$ cat src/rtl/cpu_ctl_pkg.sv
package cpu_ctl_pkg;

   // smallest widths the fixed product terms can live with
   localparam int unsigned OPS_MIN   = 8;
   localparam int unsigned SLOTS_MIN = 6;
   localparam int unsigned IRB_MIN   = 8;
   localparam int unsigned SRC_MIN   = 3;

   // opcode line positions the product terms depend on
   localparam int unsigned OP_MREF_HI = 3;   // lines 0..3 read an operand
   localparam int unsigned OP_JUMP    = 4;
   localparam int unsigned OP_CALL    = 5;
   localparam int unsigned OP_NONMEM  = 7;

   // instruction-word bits steering the interrupt enable
   localparam int unsigned IRB_IEN_OFF = 6;
   localparam int unsigned IRB_IEN_ON  = 7;

   typedef struct packed {
      logic ld;
      logic inc;
      logic clr;
   } areg_ctl_t;

   typedef enum logic [1:0] {
      ENC_OR_TREE  = 2'd0,
      ENC_PRIORITY = 2'd1
   } enc_style_e;

endpackage

$ cat src/rtl/ctl_term_decode.sv
module ctl_term_decode
   import cpu_ctl_pkg::*;
#(
   parameter int unsigned NUM_OPS   = 8,
   parameter int unsigned NUM_SLOTS = 16
) (
   input  logic [NUM_OPS-1:0]   op_dec,
   input  logic [NUM_SLOTS-1:0] t_slot,
   input  logic                 ind_bit,
   input  logic                 intr_cyc,
   output areg_ctl_t            ar_ctl,
   output logic                 mem_rd,
   output logic                 io_step,
   output logic                 src_addr_req,
   output logic                 src_mem_req
);

   logic fetch_rd;
   logic indir_step;
   logic opnd_rd;
   logic unused_lines;

   // operand fetch for the indirect address, non-I/O opcode
   assign indir_step = ~op_dec[OP_NONMEM] & ind_bit & t_slot[3];
   assign fetch_rd   = ~intr_cyc & t_slot[1];
   assign opnd_rd    = (|op_dec[OP_MREF_HI:0]) & t_slot[4];

   assign ar_ctl.ld  = (~intr_cyc & t_slot[0]) | (~intr_cyc & t_slot[2]) | indir_step;
   assign ar_ctl.clr = intr_cyc & t_slot[0];
   assign ar_ctl.inc = op_dec[OP_CALL] & t_slot[4];

   assign mem_rd     = fetch_rd | indir_step | opnd_rd;
   assign io_step    = op_dec[OP_NONMEM] & ind_bit & t_slot[3];

   assign src_addr_req = (op_dec[OP_JUMP] & t_slot[4]) | (op_dec[OP_CALL] & t_slot[5]);
   assign src_mem_req  = mem_rd;

   generate
      if (NUM_SLOTS > SLOTS_MIN) begin : g_spare_slots
         assign unused_lines = ^{t_slot[NUM_SLOTS-1:SLOTS_MIN], op_dec[6]};
      end else begin : g_no_spare
         assign unused_lines = op_dec[6];
      end
   endgenerate

endmodule

$ cat src/rtl/ctl_ien_jk.sv
module ctl_ien_jk (
   input  logic clk,
   input  logic rst,
   input  logic io_step,
   input  logic ir_on,
   input  logic ir_off,
   input  logic intr_cyc,
   input  logic slot2,
   output logic ien_q
);

   logic j_in;
   logic k_in;
   logic ien_d;

   assign j_in = io_step & ir_on;
   assign k_in = (io_step & ir_off) | (intr_cyc & slot2);

   always_comb begin
      unique case ({j_in, k_in})
         2'b10:   ien_d = 1'b1;
         2'b01:   ien_d = 1'b0;
         2'b11:   ien_d = ~ien_q;
         default: ien_d = ien_q;
      endcase
   end

   always_ff @(posedge clk) begin
      if (rst) ien_q <= 1'b0;
      else     ien_q <= ien_d;
   end

endmodule

$ cat src/rtl/ctl_src_encoder.sv
module ctl_src_encoder
   import cpu_ctl_pkg::*;
#(
   parameter int unsigned NUM_SRC   = 7,
   parameter int unsigned SEL_W     = 3,
   parameter enc_style_e  ENC_STYLE = ENC_OR_TREE
) (
   input  logic [NUM_SRC-1:0] req,
   output logic [SEL_W-1:0]   sel
);

   // request i carries code i+1; column b collects the requests whose code has bit b set
   function automatic logic [NUM_SRC-1:0] column_mask(int unsigned b);
      logic [NUM_SRC-1:0] m;
      for (int unsigned i = 0; i < NUM_SRC; i++) begin
         m[i] = ((i + 1) >> b) & 1;
      end
      return m;
   endfunction

   generate
      if (ENC_STYLE == ENC_OR_TREE) begin : g_or_tree
         for (genvar b = 0; b < SEL_W; b++) begin : g_col
            localparam logic [NUM_SRC-1:0] COL_MASK = column_mask(b);
            assign sel[b] = |(req & COL_MASK);
         end
      end else begin : g_priority
         always_comb begin
            sel = '0;
            for (int unsigned i = 0; i < NUM_SRC; i++) begin
               if (req[i]) sel = SEL_W'(i + 1);
            end
         end
      end
   endgenerate

endmodule

$ cat src/rtl/ctl_strobe_gen.sv
module ctl_strobe_gen
   import cpu_ctl_pkg::*;
#(
   parameter int unsigned NUM_OPS   = 8,
   parameter int unsigned NUM_SLOTS = 16,
   parameter int unsigned IR_W      = 12,
   parameter int unsigned NUM_SRC   = 7,
   parameter enc_style_e  ENC_STYLE = ENC_OR_TREE,
   localparam int unsigned NUM_EXT  = NUM_SRC - 2,
   localparam int unsigned SEL_W    = $clog2(NUM_SRC + 1)
) (
   input  logic                 clk,
   input  logic                 rst,
   input  logic [NUM_OPS-1:0]   op_dec,
   input  logic [NUM_SLOTS-1:0] t_slot,
   input  logic                 ind_bit,
   input  logic                 intr_cyc,
   input  logic [IR_W-1:0]      ir_bits,
   input  logic [NUM_EXT-1:0]   ext_req,
   output logic                 ar_load,
   output logic                 ar_incr,
   output logic                 ar_clear,
   output logic                 mem_read,
   output logic                 ien_q,
   output logic [SEL_W-1:0]     bus_sel
);

   generate
      if (NUM_OPS < OPS_MIN) begin : g_bad_ops
         $error("ctl_strobe_gen: NUM_OPS below minimum");
      end
      if (NUM_SLOTS < SLOTS_MIN) begin : g_bad_slots
         $error("ctl_strobe_gen: NUM_SLOTS below minimum");
      end
      if (IR_W < IRB_MIN) begin : g_bad_ir
         $error("ctl_strobe_gen: IR_W below minimum");
      end
      if (NUM_SRC < SRC_MIN) begin : g_bad_src
         $error("ctl_strobe_gen: NUM_SRC below minimum");
      end
   endgenerate

   areg_ctl_t          ar_ctl;
   logic               io_step;
   logic               x_addr;
   logic               x_mem;
   logic [NUM_SRC-1:0] src_req;
   logic               unused_ir;

   ctl_term_decode #(
      .NUM_OPS   (NUM_OPS),
      .NUM_SLOTS (NUM_SLOTS)
   ) term_i (
      .op_dec       (op_dec),
      .t_slot       (t_slot),
      .ind_bit      (ind_bit),
      .intr_cyc     (intr_cyc),
      .ar_ctl       (ar_ctl),
      .mem_rd       (mem_read),
      .io_step      (io_step),
      .src_addr_req (x_addr),
      .src_mem_req  (x_mem)
   );

   ctl_ien_jk ien_i (
      .clk      (clk),
      .rst      (rst),
      .io_step  (io_step),
      .ir_on    (ir_bits[IRB_IEN_ON]),
      .ir_off   (ir_bits[IRB_IEN_OFF]),
      .intr_cyc (intr_cyc),
      .slot2    (t_slot[2]),
      .ien_q    (ien_q)
   );

   // lowest code: address register, highest code: memory
   assign src_req = {x_mem, ext_req, x_addr};

   ctl_src_encoder #(
      .NUM_SRC   (NUM_SRC),
      .SEL_W     (SEL_W),
      .ENC_STYLE (ENC_STYLE)
   ) enc_i (
      .req (src_req),
      .sel (bus_sel)
   );

   assign ar_load  = ar_ctl.ld;
   assign ar_incr  = ar_ctl.inc;
   assign ar_clear = ar_ctl.clr;

   generate
      if (IR_W > IRB_MIN) begin : g_ir_wide
         assign unused_ir = ^{ir_bits[IR_W-1:IRB_MIN], ir_bits[IRB_IEN_OFF-1:0]};
      end else begin : g_ir_narrow
         assign unused_ir = ^ir_bits[IRB_IEN_OFF-1:0];
      end
   endgenerate

endmodule

$ cat config.mk
export PLATFORM = sky130hd
export DESIGN_NAME = ctl_strobe_gen
export DESIGN_NICKNAME = d
export VERILOG_FILES = /design/src/rtl/cpu_ctl_pkg.sv /design/src/rtl/ctl_term_decode.sv /design/src/rtl/ctl_ien_jk.sv /design/src/rtl/ctl_src_encoder.sv /design/src/rtl/ctl_strobe_gen.sv
export SDC_FILE = /design/constraint.sdc
export NUM_CORES = 1
export LEC_CHECK = 0
export BUFFER_PORTS_ARGS = -buffer_cell sky130_fd_sc_hd__clkbuf_2
export CORE_AREA = 4 4 41 43
export DETAILED_ROUTE_END_ITERATION = 6
export DIE_AREA = 0 0 45 47
export GPL_TIMING_DRIVEN = 0
export PLACE_DENSITY = 0.63
export SYNTH_ARGS = -nofsm -noshare
export SYNTH_HDL_FRONTEND = slang
export SYNTH_SLANG_ARGS = --single-unit
export TNS_END_PERCENT = 1
$ cat constraint.sdc
create_clock -name clk -period 1.5 [get_ports clk]
set_input_delay 0.3 -clock clk [delete_from_list [all_inputs] [get_ports clk]]
set_output_delay 0.3 -clock clk [all_outputs]
set_load 0.01 [all_outputs]
==> summary.txt, run 1 <==
Outcome
  – Status: finished with violations
  – Failing checks: negative setup slack

Placement
  – DP Worst Slack: -346 ps
  – Placed instance area: 324 um2
  – Placer Congestion: 0.749
  – IO buf count: 31

Global route
  – GR Util All Layers: 0.0488
  – GRT overflow: 0
  – First-pass GRT wire length: 828 um
  – Pin count of the biggest net entering global routing: 5
  – Initial antenna violation count: 0
  – Vias in the first global route: 232

Layout
  – Final Util: 0.268
  – Design area: 349 um2
  – Regs by FF count: ien_i.ien_q: 1 flops
  – Reg with most FFs: ien_i.ien_q
  – Nets: 98
  – Layout area overhead: 145%
  – Layout cell share with drive strength beyond 1: 0.706
  – Flip-flop count of the largest register after layout: 1
  – Antenna diodes: 0

Floorplan
  – Initial Utilization: 0.110
  – Core box area: 1300 um2
  – Total I/O pin count: 53
  – DIE AREA: 2120 um2
  – Chip height: 47 um
  – Cell Rows: 13
  – Die X: about 45 um

STA
  – RSZ-0062 raised after global routing: yes
  – Endpoints failing setup: 4
  – Fin Clk Skew: 0 ps
  – Final Cycle Share: 1.20
  – Max Freq: between 500 and 600 MHz
  – Max Slew Vio Count: 0
  – Slew headroom: 0.831
  – Worst setup margin: -301 ps
  – Final hold vios: 0
  – Measured slew at the worst slew-check pin: 252 ps
  – Final min period: 1800 ps

CTS
  – # hold bufs at CTS: 0
  – Reg clk slew, reported paths: 0 ps
  – Worst-Skew Late Latency: 0 ps

Pwr
  – Total power: 106 uW
  – Peak VDD IR: 55.3 uV
  – Power density over cell area: 304 nW/um2
  – LEAKAGE: between 0.00015 and 0.0002 uW

Synthesis
  – Mux contribution to synthesized area: 0
  – Area share of the largest cell type after synthesis: 0.140
  – Synth async-reset ratio: 0
  – Register bit count reported by yosys: 1
  – Post-synth cell types: 14
  – Yosys warning count: 0
  – Compound-Gate Fraction of Synth Area: 0.368
  – Post-synth net total: 64
  – Netlist Area Pre-Place: 143 um2
  – Most area-consuming cells after synthesis: dfxtp_1 14%, o41ai_2 11%, o221ai_2 11%, or4_1 11%, and2_1 8.8%
  – Post-synth EDFFs: 0
  – Post-Synth XOR/XNOR Area: 0
  – Top cell type by total area after synthesis: dfxtp_1
  – Simple-gate portion of the synthesized area: 0.465
  – Syn Inst Count: 19
  – Sequential element share of the synthesized area: 0.140
  – Post-Synth Adder-Cell Area: 0
  – Top_reg_cell synth: dfxtp_1
  – Largest family of logic cells by synthesized area: simple AND/OR/NAND/NOR gates
  – Avg Synthesized Cell Area: approximately 7.5 um2

Setup path
  – Setup CP Type: in2out
  – Crit. Startpoint: op_dec[2]
  – Reg-to-reg critical path startpoint: ien_i.ien_q$_SDFFE_PP0P_
  – Worst Setup End Kind: primary output
  – CP Launch Type: primary input
  – Worst R2R Path Depth: 2
  – Critical Path Sink: bus_sel[2]
  – Worst R2R Setup Slack: 630 ps
  – Worst Path Arrival: 1500 ps
  – CP max-delay cell: or4_4
  – Data required, critical path: approximately 1200 ps
  – Ordered cell list for the critical path: clkbuf_2, o41ai_4, o221ai_2, or4_4, buf_6
  – R2R Path End: ien_i.ien_q$_SDFFE_PP0P_
  – Crit-path max cell delay: about 440 ps
  – CP Max Fanout: 4

Routing
  – Routed wire length: roughly 600 um
  – Via density: 4.27
  – Router iterations before antenna repair: 1
  – Final ANT Viol Nets: 0
  – WL per Instance: 9.33 um
  – Drt drc: 0
  – Drt initial violations: 0
  – Vias: 282

Min path
  – HP Class: in2reg

Run
  – Max-cap violations: 0
-- placed cells by master (no fill, tap or decap) --
| cell type | count |
|---|---|
| nand4_1 | 1 |
| or4_4 | 2 |
| a221o_1 | 1 |
| and2_1 | 2 |
| nand3_1 | 1 |
| o221ai_2 | 1 |
| or3_1 | 2 |
| o22ai_1 | 1 |
| buf_6 | 1 |
| buf_4 | 1 |
| nand2_1 | 3 |
| inv_1 | 1 |
| a21oi_1 | 1 |
| nor2_1 | 1 |
| dfxtp_1 | 1 |
| o41ai_4 | 1 |
| clkbuf_2 | 30 |
-- cell type report --
class,count,area (um2)
multi-input cells,17,138
well taps,15,18.8
fillers,157,952
repair buffers,32,169
inverters,1,3.75
flip-flops and latches,1,20.0
-- cells in the mapped netlist (all sizes together) (2+ instances only) --
cell,number
and2,2
nand2,3
or4,2
or3,2
-- worst max-delay path: cells and delay by family --
kind | cells | cell delay, ps
AOI/OAI and AO/OA | 2 | 530
buffers and inverters | 2 | 230
and+or+nand+nor | 1 | 440
-- worst min path at each step --
stage	start	end	cells after the start	slack, ps
floorplan	rst	ien_i.ien_q$_SDFFE_PP0P_	1	370
global placement	rst	ien_i.ien_q$_SDFFE_PP0P_	2	460
detailed placement	rst	ien_i.ien_q$_SDFFE_PP0P_	2	460
CTS	rst	ien_i.ien_q$_SDFFE_PP0P_	2	460
global route	rst	ien_i.ien_q$_SDFFE_PP0P_	2	480
finish	rst	ien_i.ien_q$_SDFFE_PP0P_	2	460
-- where the power goes --
part	internal [uW]	switching, uW	total, uW	leakage, uW
sequential	27.9	0.490	28.4	0.00000812
combinational	43.3	34.4	77.8	0.000179
clock	0	0	0	0
-- kinds of logic after synthesis --
family,count (synthesis)
simple gates,12
compound gates,5
flops,1
buf+inv,1
-- through the flow --
| step | hold WS, ps | instances | TNS, ps |
|---|---|---|---|
| finish | 459 | 66 | -789 |
| global placement | 461 | 65 | -960 |
| CTS | 464 | 66 | -885 |
| floorplan | 369 | 19 | -203 |
| detailed placement | 464 | 65 | -967 |
| global route | 482 | 66 | -1030 |
-- metal layers --
layer,vias up,global-route usage,part of all wire
met5,-,0,0
met4,0,0,0
met3,0,0.0115,0.19
met2,23,0.0904,0.45
met1,117,0.0608,0.37
li1,142,-,-
-- repair_timing --
| item | 4_1_cts | 5_1_grt |
|---|---|---|
| gates resized for setup | 1 | 2 |
| buffers inserted | 1 | 0 |
| gates cloned | 0 | 0 |
| endpoints found under the setup margin | 3 | 4 |
| pin swaps | 1 | 1 |
No activity file was read; power rests on OpenSTA's default activity.
==> run 2, diff against run 1 <==
--- a/config.mk
+++ b/config.mk
@@ -10,7 +10,6 @@
 export DETAILED_ROUTE_END_ITERATION = 6
 export DIE_AREA = 0 0 45 47
 export GPL_TIMING_DRIVEN = 0
-export PLACE_DENSITY = 0.63
 export SYNTH_ARGS = -nofsm -noshare
 export SYNTH_HDL_FRONTEND = slang
 export SYNTH_SLANG_ARGS = --single-unit
==> summary.txt, run 2 (synthesis results as in run 1) <==
Layout
  – Layout area overhead: 135% (was 145%)
  – Layout cell share with drive strength beyond 1: 0.700 (was 0.706)
  – Reg with most FFs: ien_i.ien_q (unchanged)
  – # fillers: 155 (was 157)
  – Design area: 335 um2 (was 349 um2)
  – Regs by FF count: ien_i.ien_q: 1 flops (unchanged)
  – Non-Filler Instances: 65 (was 66)
  – Commonest non-fill, non-tap cell in the layout: clkbuf_2 (unchanged)
  – Antenna diodes: 0 (unchanged)
  – Most frequent cells in the layout: 31 x clkbuf_2, 3 x nand2_1, 2 x or3_1, 2 x or4_4, 2 x and2_1 (was 30 x clkbuf_2, 3 x nand2_1, 2 x or3_1, 2 x or4_4, 2 x and2_1)
  – Multi-input gate area: 138 um2 (unchanged)
  – Flip-flop count of the largest register after layout: 1 (unchanged)
  – Nets: 97 (was 98)
  – Register Area: 20.0 um2 (unchanged)

Outcome
  – Status: finished with violations (unchanged)
  – Failing checks: negative setup slack (unchanged)

CTS
  – # hold bufs at CTS: 0 (unchanged)
  – Reg clk slew, reported paths: 0 ps (about the same)
  – Postcts setup bufs: 0 (was 1)
  – Worst-Skew Late Latency: 0 ps (about the same)

Setup path
  – Worst Path Arrival: 1480 ps (was 1500 ps)
  – Reg-to-reg critical path startpoint: ien_i.ien_q$_SDFFE_PP0P_ (unchanged)
  – Data required, critical path: 1200 ps (about the same)
  – CP Max Fanout: 4 (unchanged)
  – Crit. Startpoint: op_dec[1] (was op_dec[2])
  – CP Launch Type: primary input (unchanged)
  – Worst R2R Setup Slack: 630 ps (about the same)
  – Worst Setup End Kind: primary output (unchanged)
  – Worst R2R Path Depth: 2 (unchanged)
  – R2R Path End: ien_i.ien_q$_SDFFE_PP0P_ (unchanged)
  – Critical Path Sink: bus_sel[1] (was bus_sel[2])
  – Setup CP Type: in2out (unchanged)

Placement
  – Placed insts: 65 (unchanged)
  – Placed instance area: 324 um2 (unchanged)
  – IO buf count: 31 (unchanged)
  – Placer Congestion: 0.607 (was 0.749)

Routing
  – Vias: 270 (was 282)
  – Final ANT Viol Nets: 0 (unchanged)
  – Via density: 4.15 (was 4.27)
  – Drt drc: 0 (unchanged)
  – Drt initial violations: 1 (was 0)
  – Router iterations before antenna repair: 3 (was 1)
  – WL per Instance: 9.22 um (was 9.33 um)
  – Routed wire length: 599 um (was 616 um)

Run
  – Max-cap violations: 0 (unchanged)

STA
  – Slew headroom: 0.835 (was 0.831)
  – Final hold vios: 0 (unchanged)
  – Total negative slack: -733 ps (was -789 ps)
  – Measured slew at the worst slew-check pin: 246 ps (was 252 ps)
  – RSZ-0062 raised after global routing: yes (unchanged)
  – Max Freq: 562 MHz (was 555 MHz)
  – Endpoints failing setup: 3 (was 4)
  – Max Slew Vio Count: 0 (unchanged)
  – WHS: 460 ps (was 459 ps)
  – Final Cycle Share: 1.19 (was 1.20)
  – Fin Clk Skew: 0 ps (unchanged)
  – Worst setup margin: -280 ps (was -301 ps)
  – Final min period: 1780 ps (was 1800 ps)

Floorplan
  – Chip height: 47 um (unchanged)
  – Core box area: 1300 um2 (unchanged)
  – Cell Rows: 13 (unchanged)
  – Total I/O pin count: 53 (unchanged)
  – DIE AREA: 2120 um2 (unchanged)
  – Die X: 45 um (unchanged)
  – Initial Utilization: 0.110 (unchanged)

Global route
  – Initial antenna violation count: 0 (unchanged)
  – GR Util All Layers: 0.0496 (was 0.0488)
  – GRT overflow: 0 (unchanged)
  – Pin count of the biggest net entering global routing: 5 (unchanged)
  – First-pass GRT wire length: 841 um (was 828 um)
  – Vias in the first global route: 242 (was 232)

Pwr
  – Peak VDD IR: 59.9 uV (was 55.3 uV)
  – LEAKAGE: 0.000180 uW (was 0.000187 uW)
  – Total power: 102 uW (was 106 uW)
  – Power density over cell area: 304 nW/um2 (about the same)

Min path
  – HP Class: in2reg (unchanged)
-- run 2: cell count changes in the layout (fill, tap and decap cells not counted), sizes merged --
cell    change
buf         -2
clkbuf      +1
-- run 2: final cells by class --
class	instances	area share
multi-input cells	17	0.410
repair buffers	31	0.463
flip-flops and latches	1	0.0597
well taps	15	0.0560
inverters	1	0.0112
-- run 2: critical path, cell delays in order --
cell	delay, ps
clkbuf_2	100
o41ai_4	350
o221ai_2	170
or4_4	420
clkbuf_2	140
-- run 2: power by group --
part / internal [uW] / leakage, uW / switching [uW]
Combinational: 40.1 / 0.000172 / 33.5
Sequential: 27.9 / 0.00000812 / 0.487
Clock: 0 / 0 / 0
-- run 2: timing repair --
item / in CTS / in global routing
setup endpoints to repair: 3 / 3
pin swaps: 1 / 0
resized for setup: 0 / 1
-- run 2: routing by layer --
layer	GRT usage	wire length (um)	up-vias
met5	0	0	-
met4	0	0	0
met3	0.00383	103	0
met2	0.0932	278	22
met1	0.0653	217	109
li1	-	-	139
-- run 2: worst min-delay path by stage --
stage               from                       end  slack (ps)  depth (start not counted)
detailed placement   rst  ien_i.ien_q$_SDFFE_PP0P_         460                          2
finish               rst  ien_i.ien_q$_SDFFE_PP0P_         460                          2
floorplan            rst  ien_i.ien_q$_SDFFE_PP0P_         370                          1
global placement     rst  ien_i.ien_q$_SDFFE_PP0P_         460                          2
global route         rst  ien_i.ien_q$_SDFFE_PP0P_         480                          2
CTS                  rst  ien_i.ien_q$_SDFFE_PP0P_         460                          2
-- run 2: metrics by stage --
step            util  setup slack (ps)
3_3_place_gp   0.249              -333
2_1_floorplan      -             -79.0
6_report       0.258              -280
3_5_place_dp   0.249              -325
5_1_grt        0.258              -349
4_1_cts        0.249              -326
==> run 3, diff against run 2 <==
--- a/config.mk
+++ b/config.mk
@@ -10,7 +10,9 @@
 export DETAILED_ROUTE_END_ITERATION = 6
 export DIE_AREA = 0 0 45 47
 export GPL_TIMING_DRIVEN = 0
+export HOLD_SLACK_MARGIN = 0.12
 export SYNTH_ARGS = -nofsm -noshare
 export SYNTH_HDL_FRONTEND = slang
+export SYNTH_HIERARCHICAL = 1
 export SYNTH_SLANG_ARGS = --single-unit
 export TNS_END_PERCENT = 1
==> summary.txt, run 3 <==
Layout
  – Antenna diodes: 0 (unchanged)
  – Most frequent cells in the layout: 31 x clkbuf_2, 3 x or4_4, 3 x buf_4 (was 31 x clkbuf_2, 3 x nand2_1, 2 x or3_1, 2 x or4_4, 2 x and2_1)
  – Multi-input gate area: 144 um2 (was 138 um2)
  – Nets: 99 (was 97)
  – Regs by FF count: ien_i/ien_q: 1 flops (was ien_i.ien_q: 1 flops)
  – Layout cell share with drive strength beyond 1: 0.750 (was 0.700)
  – Register Area: 20.0 um2 (unchanged)
  – Reg with most FFs: ien_i/ien_q (was ien_i.ien_q)
  – Layout area overhead: 145% (was 135%)
  – Commonest non-fill, non-tap cell in the layout: clkbuf_2 (unchanged)
  – Flip-flop count of the largest register after layout: 1 (unchanged)
  – # fillers: 152 (was 155)

Routing
  – Drt initial violations: 1 (unchanged)
  – Vias: 281 (was 270)
  – Max Used Layer: met3 (unchanged)
  – Routed wire length: 643 um (was 599 um)
  – Router iterations before antenna repair: 2 (was 3)
  – WL per Instance: 9.60 um (was 9.22 um)
  – DR WL met2: 260 um (was 278 um)
  – WL met3: 109 um (was 103 um)
  – Drt drc: 0 (unchanged)
  – M1 wire length: 272 um (was 217 um)
  – Final ANT Viol Nets: 0 (unchanged)
  – Via density: 4.19 (was 4.15)

Synthesis
  – Most area-consuming cells after synthesis: or4_1 15%, dfxtp_1 13%, o41ai_2 11%, and2_1 8.3%, nor4bb_1 6.7% (was dfxtp_1 14%, o41ai_2 11%, o221ai_2 11%, or4_1 11%, and2_1 8.8%)
  – Synth async-reset ratio: 0 (unchanged)
  – Avg Synthesized Cell Area: 7.90 um2 (was 7.51 um2)
  – Top-count cell post-synth: or4_1 (was nand2_1)
  – Sequential element share of the synthesized area: 0.133 (was 0.140)
  – Post-synth EDFFs: 0 (unchanged)
  – Top_reg_cell synth: dfxtp_1 (unchanged)
  – Yosys warning count: 6 (was 0)
  – Register bit count reported by yosys: 1 (unchanged)
  – Netlist Area Pre-Place: 150 um2 (was 143 um2)
  – Post-synth cell types: 15 (was 14)
  – Most frequent cells after synthesis: 3 x or4_1, 2 x and2_1, 2 x inv_1 (was 3 x nand2_1, 2 x and2_1, 2 x or3_1, 2 x or4_1)
  – Post-synth net total: 64 (unchanged)
  – Syn Inst Count: 19 (unchanged)
  – Top cell type by total area after synthesis: or4_1 (was dfxtp_1)
  – Area share of the largest cell type after synthesis: 0.150 (was 0.140)

Setup path
  – R2R Path End: ien_i/ien_q$_SDFFE_PP0P_ (was ien_i.ien_q$_SDFFE_PP0P_)
  – Worst R2R Setup Slack: 750 ps (was 630 ps)
  – Worst Setup End Kind: primary output (unchanged)
  – CP Launch Type: primary input (unchanged)
  – Reg-to-reg critical path startpoint: ien_i/ien_q$_SDFFE_PP0P_ (was ien_i.ien_q$_SDFFE_PP0P_)
  – CP max-delay cell: or4_4 (unchanged)
  – Worst R2R Path Depth: 2 (unchanged)
  – Critical Path Sink: bus_sel[1] (unchanged)
  – Crit-path max cell delay: 400 ps (was 420 ps)
  – Setup CP Type: in2out (unchanged)
  – Ordered cell list for the critical path: clkbuf_2, o41ai_4, o221ai_2, buf_4, or4_4, clkbuf_2 (was clkbuf_2, o41ai_4, o221ai_2, or4_4, clkbuf_2)
  – Data required, critical path: 1200 ps (about the same)
  – Crit. Startpoint: op_dec[1] (unchanged)
  – CP Max Fanout: 3 (was 4)
  – Worst Path Arrival: 1570 ps (was 1480 ps)
  – Most frequent CP cell: clkbuf_2 (unchanged)

Floorplan
  – Die X: 45 um (unchanged)
  – Cell Rows: 13 (unchanged)
  – Initial Utilization: 0.115 (was 0.110)
  – Total I/O pin count: 53 (unchanged)
  – DIE AREA: 2120 um2 (unchanged)
  – Core box area: 1300 um2 (unchanged)
  – Chip height: 47 um (unchanged)

Outcome
  – Status: finished with violations (unchanged)
  – Failing checks: negative setup slack (unchanged)

STA
  – Slew headroom: 0.842 (was 0.835)
  – Endpoints failing setup: 4 (was 3)
  – RSZ-0062 raised after global routing: yes (unchanged)
  – Worst setup margin: -374 ps (was -280 ps)
  – Final hold vios: 0 (unchanged)
  – Max Slew Vio Count: 0 (unchanged)
  – Fin Clk Skew: 0 ps (unchanged)
  – Max Freq: 534 MHz (was 562 MHz)
  – Total negative slack: -1180 ps (was -733 ps)
  – Final min period: 1870 ps (was 1780 ps)
  – Final Cycle Share: 1.25 (was 1.19)
  – Measured slew at the worst slew-check pin: 237 ps (was 246 ps)

Global route
  – Pin count of the biggest net entering global routing: 5 (unchanged)
  – GR Util All Layers: 0.0646 (was 0.0496)
  – Initial antenna violation count: 0 (unchanged)
  – Vias in the first global route: 281 (was 242)
  – First-pass GRT wire length: 1.09 mm (was 841 um)
  – GRT overflow: 0 (unchanged)

Pwr
  – LEAKAGE: 0.000207 uW (was 0.000180 uW)
  – Peak VDD IR: 87.4 uV (was 59.9 uV)
  – Total power: 114 uW (was 102 uW)
  – Power density over cell area: 310 nW/um2 (was 304 nW/um2)

CTS
  – Resize count post-CTS: 0 (unchanged)
  – Worst-Skew Late Latency: 0 ps (about the same)
  – Reg clk slew, reported paths: 0 ps (about the same)
  – # hold bufs at CTS: 0 (unchanged)

Min path
  – HP Class: reg2reg (was in2reg)

Placement
  – Placer Congestion: 0.626 (was 0.607)
  – Hpwl dp: 622 um
  – IO buf count: 31 (unchanged)

Run
  – Max-cap violations: 0 (unchanged)
[run 3: critical path: cells and delay by family]
kind	cells	cell delay, ps
AOI/OAI and AO/OA	2	480
and+or+nand+nor	1	400
buffers and inverters	3	400
[run 3: area by class of cell]
cell class                      count  area share
Sequential cell                     1      0.0544
Buffer                              1      0.0204
Tap cell                           15      0.0510
Timing Repair Buffer               33       0.463
Multi-Input combinational cell     15       0.391
Inverter                            2      0.0204
[run 3: cells by family (layout without fill, tap and decap cells)]
kind of cell / Yosys count / count (layout) / share of synthesized area
AO/OA/AOI/OAI: 6 / 6 / 0.375
AND/OR/NAND/NOR: 9 / 9 / 0.392
buffers and inverters: 3 / 36 / 0.100
flip-flops: 1 / 1 / 0.133
[run 3: through the flow]
step                      worst slack (ps)  hold slack (ps)  std cells  instance area [um2]   util
after CTS                             -387              505         66                  360  0.277
after detailed placement              -391              518         65                  353  0.271
after global routing                  -427              518         67                  368  0.283
after global placement                -400              496         65                  353  0.271
final                                 -374              501         67                  368  0.283
after floorplan                       -186              480         19                  179      -
[run 3: power by group]
group          switching, uW  internal, uW  leakage (uW)
Clock                      0             0             0
Sequential             0.569          28.0    0.00000812
Combinational           35.6          49.8      0.000199
Total                   36.2          77.8      0.000207
[run 3: what timing repair did]
action	in CTS	in global routing
buffers inserted	1	1
endpoints found under the setup margin	3	3
pin swaps	0	0
[run 3: per-layer routing]
metal | vias up | track usage
met5 | - | 0
met4 | 0 | 0
met3 | 0 | 0.00766
met2 | 24 | 0.113
met1 | 112 | 0.0901
li1 | 145 | -
[run 3: worst min path at each step]
stage / from / depth (start not counted) / endpoint
2_1_floorplan: rst / 2 / ien_i/ien_q$_SDFFE_PP0P_
3_3_place_gp: ien_i/ien_q$_SDFFE_PP0P_ / 1 / ien_i/ien_q$_SDFFE_PP0P_
3_5_place_dp: ien_i/ien_q$_SDFFE_PP0P_ / 1 / ien_i/ien_q$_SDFFE_PP0P_
4_1_cts: ien_i/ien_q$_SDFFE_PP0P_ / 1 / ien_i/ien_q$_SDFFE_PP0P_
5_1_grt: ien_i/ien_q$_SDFFE_PP0P_ / 1 / ien_i/ien_q$_SDFFE_PP0P_
6_report: ien_i/ien_q$_SDFFE_PP0P_ / 1 / ien_i/ien_q$_SDFFE_PP0P_
